$ cat src/rtl/can_esr_pkg.sv
package can_esr_pkg;
    localparam int ESR_W      = 32;
    localparam int ERR_N      = 6;
    localparam int FLAG_N     = 5;

    // flag vector indices
    localparam int F_WAK      = 0;
    localparam int F_ERR      = 1;
    localparam int F_BOFF     = 2;
    localparam int F_RXW      = 3;
    localparam int F_TXW      = 4;

    // bit positions inside the status word
    localparam int P_WAK      = 0;
    localparam int P_ERRF     = 1;
    localparam int P_BOFF     = 2;
    localparam int P_CONF_LO  = 4;
    localparam int P_TXRX     = 6;
    localparam int P_IDLE     = 7;
    localparam int P_RXW_S    = 8;
    localparam int P_TXW_S    = 9;
    localparam int P_ERR_LO   = 10;
    localparam int P_RXW_F    = 16;
    localparam int P_TXW_F    = 17;

    // error vector index 5 is the bit-1 error
    localparam int E_BIT1     = 5;

    typedef enum logic [0:0] {
        ACC_IDLE = 1'b0,
        ACC_RESP = 1'b1
    } acc_state_t;
endpackage

$ cat src/rtl/can_esr_warn.sv
module can_esr_warn #(
    parameter int CNT_W    = 8,
    parameter int WARN_LVL = 96
) (
    input  logic             clk,
    input  logic             rst_n,
    input  logic [CNT_W-1:0] cnt,
    input  logic             enable,
    output logic             level,
    output logic             rise
);
    localparam logic [CNT_W-1:0] LVL = CNT_W'(WARN_LVL);

    logic level_q;

    assign level = (cnt >= LVL);

    always_ff @(posedge clk or negedge rst_n) begin
        if (!rst_n) level_q <= 1'b0;
        else        level_q <= level;
    end

    // edge of the level, counted only while reporting is on
    assign rise = enable && level && !level_q;
endmodule

$ cat src/rtl/can_esr_errcap.sv
module can_esr_errcap #(
    parameter int ERR_N = 6,
    parameter int BIT1  = 5
) (
    input  logic             clk,
    input  logic             rst_n,
    input  logic [ERR_N-1:0] stb,
    input  logic             bit1_block,
    input  logic             rd_clr,
    output logic [ERR_N-1:0] stat,
    output logic             any_hit
);
    logic [ERR_N-1:0] qual;

    always_comb begin
        qual       = stb;
        qual[BIT1] = stb[BIT1] && !bit1_block;
    end

    assign any_hit = |qual;

    for (genvar i = 0; i < ERR_N; i++) begin : g_bit
        always_ff @(posedge clk or negedge rst_n) begin
            if (!rst_n) stat[i] <= 1'b0;
            else        stat[i] <= qual[i] || (stat[i] && !rd_clr);
        end
    end
endmodule

$ cat src/rtl/can_esr_sticky.sv
module can_esr_sticky #(
    parameter int N = 5
) (
    input  logic         clk,
    input  logic         rst_n,
    input  logic [N-1:0] set,
    input  logic [N-1:0] clr,
    output logic [N-1:0] q
);
    for (genvar i = 0; i < N; i++) begin : g_flag
        always_ff @(posedge clk or negedge rst_n) begin
            if (!rst_n) q[i] <= 1'b0;
            else        q[i] <= set[i] || (q[i] && !clr[i]);
        end
    end
endmodule

$ cat src/rtl/can_esr_reg.sv
module can_esr_reg
    import can_esr_pkg::*;
#(
    parameter int ADDR_W     = 8,
    parameter int REG_OFFSET = 32'h20,
    parameter int CNT_W      = 8,
    parameter int WARN_LVL   = 96
) (
    input  logic              clk,
    input  logic              rst_n,
    input  logic              bus_rd,
    input  logic              bus_wr,
    input  logic [ADDR_W-1:0] bus_addr,
    input  logic [31:0]       bus_wdata,
    output logic [31:0]       bus_rdata,
    output logic              bus_rvalid,
    input  logic [CNT_W-1:0]  tx_err_cnt,
    input  logic [CNT_W-1:0]  rx_err_cnt,
    input  logic              warn_irq_enable,
    input  logic              tx_warn_mask,
    input  logic              rx_warn_mask,
    input  logic              busoff_mask,
    input  logic              error_mask,
    input  logic              wakeup_mask,
    input  logic              bit1_err_stb,
    input  logic              bit0_err_stb,
    input  logic              ack_err_stb,
    input  logic              crc_err_stb,
    input  logic              form_err_stb,
    input  logic              stuff_err_stb,
    input  logic              in_arb_field,
    input  logic              in_ack_slot,
    input  logic              passive_eflag,
    input  logic              bus_idle,
    input  logic              txrx_state,
    input  logic [1:0]        conf_state,
    input  logic              boff_evt,
    input  logic              wak_evt,
    output logic              irq_tx_warn,
    output logic              irq_rx_warn,
    output logic              irq_busoff,
    output logic              irq_error,
    output logic              irq_wakeup
);
    localparam logic [ADDR_W-1:0] OFF = ADDR_W'(REG_OFFSET);
    localparam int                NW  = 2;   // transmit and receive

    acc_state_t         state_q, state_d;
    logic               hit, rd_hit, wr_hit;
    logic [CNT_W-1:0]   cnt_v   [NW];
    logic [NW-1:0]      wlevel, wrise;
    logic [ERR_N-1:0]   err_stb, err_stat;
    logic               err_any;
    logic [FLAG_N-1:0]  flag_set, flag_clr, flag_q;
    logic [ESR_W-1:0]   word;
    logic [ESR_W-1:0]   rdata_q;
    logic               unused_ok;

    assign hit    = (bus_addr == OFF);
    assign rd_hit = bus_rd && hit;
    assign wr_hit = bus_wr && hit;

    // warning level detectors, index 0 transmit, index 1 receive
    assign cnt_v[0] = tx_err_cnt;
    assign cnt_v[1] = rx_err_cnt;

    for (genvar w = 0; w < NW; w++) begin : g_warn
        can_esr_warn #(
            .CNT_W    (CNT_W),
            .WARN_LVL (WARN_LVL)
        ) u_warn (
            .clk    (clk),
            .rst_n  (rst_n),
            .cnt    (cnt_v[w]),
            .enable (warn_irq_enable),
            .level  (wlevel[w]),
            .rise   (wrise[w])
        );
    end

    // error capture, ordered as in bits 15..10
    assign err_stb = {bit1_err_stb, bit0_err_stb, ack_err_stb,
                      crc_err_stb, form_err_stb, stuff_err_stb};

    can_esr_errcap #(
        .ERR_N (ERR_N),
        .BIT1  (E_BIT1)
    ) u_errcap (
        .clk        (clk),
        .rst_n      (rst_n),
        .stb        (err_stb),
        .bit1_block (in_arb_field || in_ack_slot || passive_eflag),
        .rd_clr     (rd_hit),
        .stat       (err_stat),
        .any_hit    (err_any)
    );

    // sticky interrupt flags
    always_comb begin
        flag_set         = '0;
        flag_set[F_WAK]  = wak_evt;
        flag_set[F_ERR]  = err_any;
        flag_set[F_BOFF] = boff_evt;
        flag_set[F_RXW]  = wrise[1];
        flag_set[F_TXW]  = wrise[0];

        flag_clr         = '0;
        if (wr_hit) begin
            flag_clr[F_WAK]  = bus_wdata[P_WAK];
            flag_clr[F_ERR]  = bus_wdata[P_ERRF];
            flag_clr[F_BOFF] = bus_wdata[P_BOFF];
            flag_clr[F_RXW]  = bus_wdata[P_RXW_F];
            flag_clr[F_TXW]  = bus_wdata[P_TXW_F];
        end
    end

    can_esr_sticky #(
        .N (FLAG_N)
    ) u_flags (
        .clk   (clk),
        .rst_n (rst_n),
        .set   (flag_set),
        .clr   (flag_clr),
        .q     (flag_q)
    );

    // status word assembly
    always_comb begin
        word                           = '0;
        word[P_TXW_F]                  = flag_q[F_TXW];
        word[P_RXW_F]                  = flag_q[F_RXW];
        word[P_ERR_LO +: ERR_N]        = err_stat;
        word[P_TXW_S]                  = wlevel[0];
        word[P_RXW_S]                  = wlevel[1];
        word[P_IDLE]                   = bus_idle;
        word[P_TXRX]                   = txrx_state;
        word[P_CONF_LO +: 2]           = conf_state;
        word[P_BOFF]                   = flag_q[F_BOFF];
        word[P_ERRF]                   = flag_q[F_ERR];
        word[P_WAK]                    = flag_q[F_WAK];
    end

    // access sequencer: state register
    always_ff @(posedge clk or negedge rst_n) begin
        if (!rst_n) state_q <= ACC_IDLE;
        else        state_q <= state_d;
    end

    always_comb begin
        state_d = state_q;
        unique case (state_q)
            ACC_IDLE: if (rd_hit) state_d = ACC_RESP;
            ACC_RESP: state_d = rd_hit ? ACC_RESP : ACC_IDLE;
        endcase
    end

    // read data capture
    always_ff @(posedge clk or negedge rst_n) begin
        if (!rst_n)      rdata_q <= '0;
        else if (rd_hit) rdata_q <= word;
    end

    // outputs
    always_comb begin
        bus_rvalid  = (state_q == ACC_RESP);
        bus_rdata   = rdata_q;
        irq_tx_warn = flag_q[F_TXW]  && tx_warn_mask;
        irq_rx_warn = flag_q[F_RXW]  && rx_warn_mask;
        irq_busoff  = flag_q[F_BOFF] && busoff_mask;
        irq_error   = flag_q[F_ERR]  && error_mask;
        irq_wakeup  = flag_q[F_WAK]  && wakeup_mask;
    end

    // write data bits that carry no clear
    assign unused_ok = ^{bus_wdata[31:18], bus_wdata[15:3]};
endmodule

$ cat config.mk
export PLATFORM = sky130hd
export DESIGN_NAME = can_esr_reg
export DESIGN_NICKNAME = d
export VERILOG_FILES = /design/src/rtl/can_esr_pkg.sv /design/src/rtl/can_esr_warn.sv /design/src/rtl/can_esr_errcap.sv /design/src/rtl/can_esr_sticky.sv /design/src/rtl/can_esr_reg.sv
export SDC_FILE = /design/constraint.sdc
export NUM_CORES = 1
export LEC_CHECK = 0
export ABC_AREA = 1
export CORE_MARGIN = 2
export CORE_UTILIZATION = 45
export CTS_BUF_LIST = sky130_fd_sc_hd__clkbuf_4 sky130_fd_sc_hd__clkbuf_8
export CTS_CLUSTER_DIAMETER = 150
export CTS_CLUSTER_SIZE = 25
export DETAILED_ROUTE_END_ITERATION = 8
export DONT_BUFFER_PORTS = 1
export GPL_TIMING_DRIVEN = 1
export PLACE_DENSITY = 0.62
export SLEW_MARGIN = 10
export SYNTH_ARGS = -nofsm -noshare
export SYNTH_HDL_FRONTEND = slang
export SYNTH_SLANG_ARGS = --single-unit
$ cat constraint.sdc
create_clock -name clk -period 2.5 [get_ports clk]
set_clock_uncertainty 0.2 [all_clocks]
set_input_delay 0 -clock clk [delete_from_list [all_inputs] [get_ports clk]]
set_output_delay 0 -clock clk [all_outputs]
set_load 0.02 [all_outputs]
==> metrics list, run 1 <==
* Number of nets in the layout: 297
- Setup repair after global routing left no endpoint under its margin.
- Cts bufs inserted: 5
- Max-cap violations in this run came to 0.
- Sequential cell area fraction in the yosys report: 0.560
- The root buffer cell chosen for the clock tree is sky130_fd_sc_hd__clkbuf_4.
* Clock latency on the worst-skew pair: 0.34 ns
* Critical path startpoint category: primary input
- Of the total synthesized cell area, the portion taken by AND, OR, NAND and NOR gates is 0.289.
- Most repeated library cell on the critical path: sky130_fd_sc_hd__dlygate4sd3_1
* Count of endpoints failing hold in the final timing report: 0
- Met2 usage in global routing: 0.349
* Sequential cell area in the final layout: 776 µm²
- Die area: 3540 µm²
* GRT met1 Usage: 0.204
- The first detailed-routing pass took 4 iterations.
- In the global route stage, overall resource usage came out at 0.196.
- The clock drives 31 sinks.
- Fraction of final layout cells sized beyond drive strength 1: 0.0599
- Pin count of the biggest net entering global routing: 32
- For this design, the slowest cell found on the critical path is sky130_fd_sc_hd__dlygate4sd3_1.
* First-pass GRT wire length: 5000 µm
- Number of flip-flops and latches in the synthesized netlist: 31
- Power spread over the standard cell area amounts to around 560 nW/µm².
* Vias in the first global route: about 1200
* Static leakage: 1.01 nW
- After detailed routing, the number of vias per cell comes to 4.66.
- Critical path peak fanout: 24
- Busiest layer in global routing: met2
- Setup total negative slack on the finished layout was measured at 0 ns.
* Cell-internal power: approximately 820 µW
- In the final layout, the multi-input gates occupy 472 µm².
* DRT Wirelength: 3070 µm
- Routability-driven placement finished with a final weighted congestion of 0.695.
- Post-synthesis share of cell area spent on full adders, half adders and majority gates: 0
- Filler cell count: around 260
- The min-delay analysis places its worst path in the category in -> reg.
- Htree depth: 2
- Of the post-synthesis cell area, the part taken by muxes is 0.
- Final cell count without fillers: 250
- Ant diodes: 0
* Yosys synthesis warning count: 0
- The number of antenna violations at the first check in global routing was 0.
* WL per Instance: 12.3 µm
- Final cycle utilization of the critical path: 0.867
- The share of the synthesized area in compound gates (AO/OA/AOI/OAI) was 0.0108.
- The share of total power dissipated in combinational logic is 0.111.
- Post-detail-place hpwl: 1810 µm
- In the routed design, unresolved DRC markers number 0.
- IO Count: 119
- Number of distinct library cells after synthesis: 16
- Number of enable-type register cells in the synthesized netlist: 0
- Result of the run: finished, final reports clean
- Static timing analysis puts the maximum clock frequency at 0.462 GHz.
- Traced cell by cell, the critical path runs through dlygate4sd3_1 -> nand2_4 -> inv_6 -> nand2_1 -> dlygate4sd3_1 -> nand2_1 -> dlygate4sd3_1.
- Placeable Area: 3000 µm²
- Most repeated cell in the gate-level netlist after synthesis: sky130_fd_sc_hd__nand2_1
- For this configuration, the core starts out at a cell density of 0.462.
- Number of port buffers: 0
- Sorting the synthesized cells by area gives the leading types as sky130_fd_sc_hd__dfrtp_1 (56%), sky130_fd_sc_hd__nand2_1 (22%), sky130_fd_sc_hd__buf_4 (8.1%).
- From bottom edge to top edge, the die measures 59.5 µm.
- Of the total power, the share spent switching nets is 0.253.
- A synthesized cell averages between 8 and 9 µm².
- CP Capture Type: flop
- Once the clock tree was built, the resizer swapped 0 gates to a different size.
- Of the total synthesized cell area, the portion taken by XOR and XNOR cells is 0.
- Measured along the x axis, the die boundary spans 59.5 µm.
- Arr. time, crit path: 2.20 ns
- Sequential share of power: 0.514
- Number of vias in the routed layout: around 1200
* Std-Cell Rows: 20
- Of the total power, the clock network draws 0.375.
- IR analysis of the VDD net gives a maximum drop of 383 µV.
- # setup viols final: 0
- The final count of pins violating max slew was 0.
- Data required, critical path: 2.53 ns
* Area fraction of the dominant cell type after synthesis: 0.560
- TritonCTS clock tree: yes
- In this run, placement finished with an instance count of 193.
- The biggest area contributor in the post-synthesis netlist is sky130_fd_sc_hd__dfrtp_1.
- Most used flip-flop cell after synthesis: sky130_fd_sc_hd__dfrtp_1
* Post-synthesis async set-or-reset flop share: 1.00
- Post-synthesis to final-layout area growth: 40.2%
* P_sw: 277 µW
- In the global route stage, met3 resource usage came out at 0.0786.
- The total overflow left after global routing is 0.
* Delay contributed by the slowest stage of the critical path: a little under 0.6 ns
- Mapped Cells: between 150 and 200
* Buffering stage count on the worst path with inverters included: 4
- After clock tree synthesis, the clock-pin slew on the worst setup and hold paths is 0.10 ns.
* Leading cell types by count after synthesis: sky130_fd_sc_hd__nand2_1 (82), sky130_fd_sc_hd__dfrtp_1 (31), sky130_fd_sc_hd__buf_4 (15)
* Area of the mapped netlist: 1390 µm²
- The critical path is of the in -> reg type.
- By area, the combinational part of the netlist is dominated by simple AND/OR/NAND/NOR gates.
- Deepest clock path buffer count: 2
- Remaining number of nets flagged by the antenna check after routing: 0
- In this design, the largest share of critical-path delay is due to buffers and inverters.
- The worst path needs 2.17 ns of the cycle, external delays included.
- DRT iter0 DRCs: 36
## state kept, by name, indices dropped and copies added, names as in the netlist
signal / flops
g_warn.u_warn.level_q: 2
u_flags.q: 5
bus_rvalid: 1
u_errcap.stat: 6
bus_rdata: 17
## metal layers
layer	routed length, µm	vias to the layer above
li1	-	566
met1	1230	539
met2	1580	53
met3	212	6
met4	50	0
met5	0	-
## repair_timing
| item | 4_1_cts | 5_1_grt |
|---|---|---|
| hold buffers | 49 | 0 |
| endpoints found under the hold margin | 67 | 0 |
| setup buffers | 0 | 0 |
## stage by stage
stage / total power, mW / util / instance area (µm²) / setup WS (ns) / hold WS [ns]
final: 1.09 / 0.647 / 1940 / 0.334 / 0.0496
after global routing: 1.15 / 0.647 / 1940 / 0.278 / 0.0819
after CTS: 1.10 / 0.647 / 1940 / 0.367 / 0.0363
after detailed placement: 0.633 / 0.448 / 1350 / 1.29 / -0.495
after global placement: 0.631 / 0.448 / 1350 / 1.34 / -0.495
after floorplan: 0.642 / - / 1440 / 1.48 / -0.496
## logic make-up after synthesis
family / count (synthesis)
simple gates: 98
compound gates: 2
buf+inv: 32
flops: 31
other cells: 1
## power by group through the flow
| stage | clock network [mW] | registers, mW | logic, mW |
|---|---|---|---|
| 2_1_floorplan | 0 | 0.568 | 0.0740 |
| 3_3_place_gp | 0 | 0.571 | 0.0594 |
| 3_5_place_dp | 0 | 0.572 | 0.0612 |
| 4_1_cts | 0.422 | 0.562 | 0.120 |
| 5_1_grt | 0.449 | 0.565 | 0.135 |
| 6_report | 0.410 | 0.562 | 0.121 |
## worst paths after layout
kind	from	endpoint	slack [ns]	cells after the start
setup reg to reg	bus_rdata[6]$_DFFE_PN0P_	bus_rdata[6]$_DFFE_PN0P_	0.99	3
hold / removal	bus_addr[4]	bus_rdata[2]$_DFFE_PN0P_	0.05	6
max in group asynchronous	rst_n	u_flags.q[3]$_DFF_PN0_	1.41	4
min in group asynchronous	rst_n	bus_rdata[15]$_DFFE_PN0P_	0.51	4
setup / recovery	bus_rd	bus_rdata[6]$_DFFE_PN0P_	0.33	7
hold reg to reg	u_errcap.stat[5]$_DFF_PN0_	bus_rdata[15]$_DFFE_PN0P_	0.28	2
## tightest hold or removal path, delay by kind of cell
family           cells  cell delay, ns
and+or+nand+nor      6            0.54
## layout by cell type, fill, tap and decap left out, drive strengths merged
cell type    count
nor2             6
dfrtp           31
nand3            5
nand2           83
nor3             1
clkbuf           6
bufinv           1
nand4            1
dlygate4sd3     47
buf              2
a21o             2
clkinv           1
conb            15
inv             14
nand3b           2
## area by class of cell
cell class                      instances  area share
Timing Repair Buffer                   49       0.263
Tap cell                               33      0.0212
Clock buffer                            6      0.0264
Clock inverter                          2      0.0180
Sequential cell                        31       0.399
Multi-Input combinational cell        115       0.243
Inverter                               14      0.0296
(Power assumes the default switching activity.)
==> inputs of run 2 (changes only) <==
--- a/config.mk
+++ b/config.mk
@@ -6,6 +6,7 @@
 export NUM_CORES = 1
 export LEC_CHECK = 0
 export ABC_AREA = 1
+export CORE_ASPECT_RATIO = 2
 export CORE_MARGIN = 2
 export CORE_UTILIZATION = 45
 export CTS_BUF_LIST = sky130_fd_sc_hd__clkbuf_4 sky130_fd_sc_hd__clkbuf_8
==> metrics list, run 2 (synthesis gave the netlist of run 1 again) <==
* WL per Instance: 14.0 µm
* IO Count: 119
* Vias per Instance: between 4 and 5
- The congestion estimate from routability-driven global placement came to 0.697.
- Before CTS, the worst setup slack after placement is roughly 1.3 ns.
- Met3 wire length: about 230 µm
* Standard cell area after detailed placement: 1340 µm²
* Initial antenna violation count: 0
- Routed signal wires occupy layers up through met4.
* Placed Cells incl. Taps: 190
- Setup violations remaining at the end of the flow were counted as 0.
- The worst setup path is launched from a primary input.
* Htree depth: 2
- For this design, the CTS-stage hold fixing added 45 buffers.
- Across the VDD grid, the largest voltage drop is around 530 µV.
- The final count of pins violating max slew came to 0.
- Across every metal layer, demand over resource in global routing totals 0.204.
* Deepest clock path buffer count: 2
- The number of global-route vias before repair is 1182.
* Std-Cell Rows: 28
* Path class of the lowest-slack min-delay path: in -> async
- The first global-routing pass estimated 5190 µm of wire.
* DRT Wirelength: 3410 µm
* Flip-flop count of the largest register after layout: 17
- Buffer type at the clock tree root: sky130_fd_sc_hd__clkbuf_8
* Post-detail-place hpwl: 1990 µm
* Total power after layout: roughly 1.2 mW
* WHS: 0.0392 ns
- In this run the critical register-to-register path is launched from g_warn[0].u_warn.level_q$_DFF_PN0_.
- Final cycle utilization of the critical path: 0.787
- Data on the critical path arrives at its endpoint at 1.92 ns.
* P_sw: 288 µW
- Clock latency on the worst-skew pair: around 0.27 ns
* Proportion of total power due to net switching: 0.242
- Among the stages of the critical path, the cell type that occurs most often is sky130_fd_sc_hd__dlygate4sd3_1.
- The slowest stage of the critical path is the sky130_fd_sc_hd__dlygate4sd3_1 cell.
* TritonCTS clock tree: yes
- Leaving out fill and tap cells, the most frequent cells in the layout are sky130_fd_sc_hd__nand2_1 (82), sky130_fd_sc_hd__dlygate4sd3_1 (43), sky130_fd_sc_hd__dfrtp_1 (31).
- Clock sinks: 31
- Critical path peak fanout: 2
- Leaving out fill and tap cells, the most frequent cell in the layout is sky130_fd_sc_hd__nand2_1.
* Ant diodes: 0
- Of the cells placed in the final design, the portion with a size suffix greater than 1 is 0.0610.
- The worst setup path is of the in -> reg kind.
* Sequential share of power: 0.473
- Data required, critical path: approximately 2.5 ns
* Remaining number of nets flagged by the antenna check after routing: 0
- DIE WIDTH: 43.2 µm
- Post-synthesis to final-layout area growth: 39.3%
- The total overflow left after global routing is 0.
- Initial core utilization: 0.471
- Setup bufs post-CTS: 0
- End-of-flow core utilization: 0.656
- Power density over the cells: approximately 620 nW/µm²
* Cell-internal power: 903 µW
* Buffering stage count on the worst path with inverters included: 3
- Number of vias in the routed layout: 1155
- Final standard cell area without fillers: 1930 µm²
* Number of violations of the max-capacitance limit: 0
- Traced cell by cell, the critical path runs through dlygate4sd3_1 -> a21o_1 -> nand3b_1 -> dlygate4sd3_1 -> nand2_1 -> dlygate4sd3_1.
* Placeable Area: 2940 µm²
- Setup repair after global routing left no endpoint under its margin.
* Pin count of the biggest net entering global routing: 32
- Derived from the worst setup path, the maximum achievable clock frequency is 0.508 GHz.
- Count of endpoints failing hold in the final timing report: 0
- For this block, wires on met1 add up to 1180 µm.
* Clk pin slew, worst setup/hold paths: 0.07 ns
- In this run the worst setup path begins at tx_err_cnt[7].
- In this run, post-CTS repair resized a total of 0 instances.
- Static leakage: 1.02 nW
- The setup check on the worst reg-to-reg path leaves a slack of 0.58 ns.
- Number of nets in the layout: 293
- PnR worst setup slack: 0.532 ns
* Number of remaining DRC errors: 0
- The smallest clock period supported by the final layout is computed as 1.97 ns.
- The first detailed-routing pass ran for 4 iterations.
- After the flow finishes, the layout carries non-filler instances totaling 243.
- The routed design uses 1930 µm of met2 wire.
* Chip height: 82.5 µm
- The flow ran to the end, and the final reports show no timing, DRC or antenna violations.
- After filler insertion, the fill cell instance count of the layout stands at 242.
* Proportion of power drawn by the clock network: 0.423
- In this design, the stage delay of the slowest critical-path cell is approximately 0.55 ns.
- Buffers placed on the I/O ports in this run total 0.
- The share of total power dissipated in combinational logic is 0.104.
* Cts bufs inserted: 5
- Final setup TNS: 0 ns
- Top cell family by delay on the critical path: buffers and inverters
- The floorplan step defined a die boundary enclosing 3570 µm².
- For this block, the initial DRC count from the detailed router was 16.
- STA classifies the critical path endpoint as a flop.
-- run 2: cell types whose count changed in the layout (fill, tap and decap cells not counted) --
cell,delta
sky130_fd_sc_hd__clkbuf_4,-5
sky130_fd_sc_hd__clkbuf_8,+5
sky130_fd_sc_hd__dlygate4sd3_1,-4
-- run 2: path summary, 6_finish.rpt --
check / endpoint / cells past startpoint
setup / recovery: u_flags.q[4]$_DFF_PN0_ / 6
hold / removal: bus_rdata[7]$_DFFE_PN0P_ / 3
setup reg to reg: u_flags.q[4]$_DFF_PN0_ / 4
hold reg to reg: bus_rdata[11]$_DFFE_PN0P_ / 2
max in group asynchronous: u_errcap.stat[0]$_DFF_PN0_ / 3
min in group clk: bus_rdata[13]$_DFFE_PN0P_ / 6
-- run 2: power by group through the flow --
stage	logic, mW	clock network, mW	registers, mW
floorplan	0.0740	0	0.568
global placement	0.0598	0	0.571
detailed placement	0.0619	0	0.572
CTS	0.121	0.515	0.563
global route	0.138	0.534	0.565
finish	0.124	0.504	0.563
-- run 2: cell type report --
class                   count  area, µm²  share of cell area
clock buffers               6       82.6              0.0428
inverters                  14       57.6              0.0298
repair buffers             45        470               0.244
well taps                  30       37.5              0.0194
multi-input cells         115        472               0.244
clock inverters             2       35.0              0.0181
flip-flops and latches     31        776               0.402
-- run 2: per-layer routing --
metal	vias to the layer above	GRT usage
li1	552	-
met3	6	0.0543
met1	537	0.194
met4	0	0.0939
met2	60	0.390
met5	-	0
-- run 2: worst register-to-register path: cells and delay by family (launching register included) --
kind	cells	cell delay (ns)
buffers and inverters	2	1.11
DFF	1	0.35
and+or+nand+nor	2	0.20
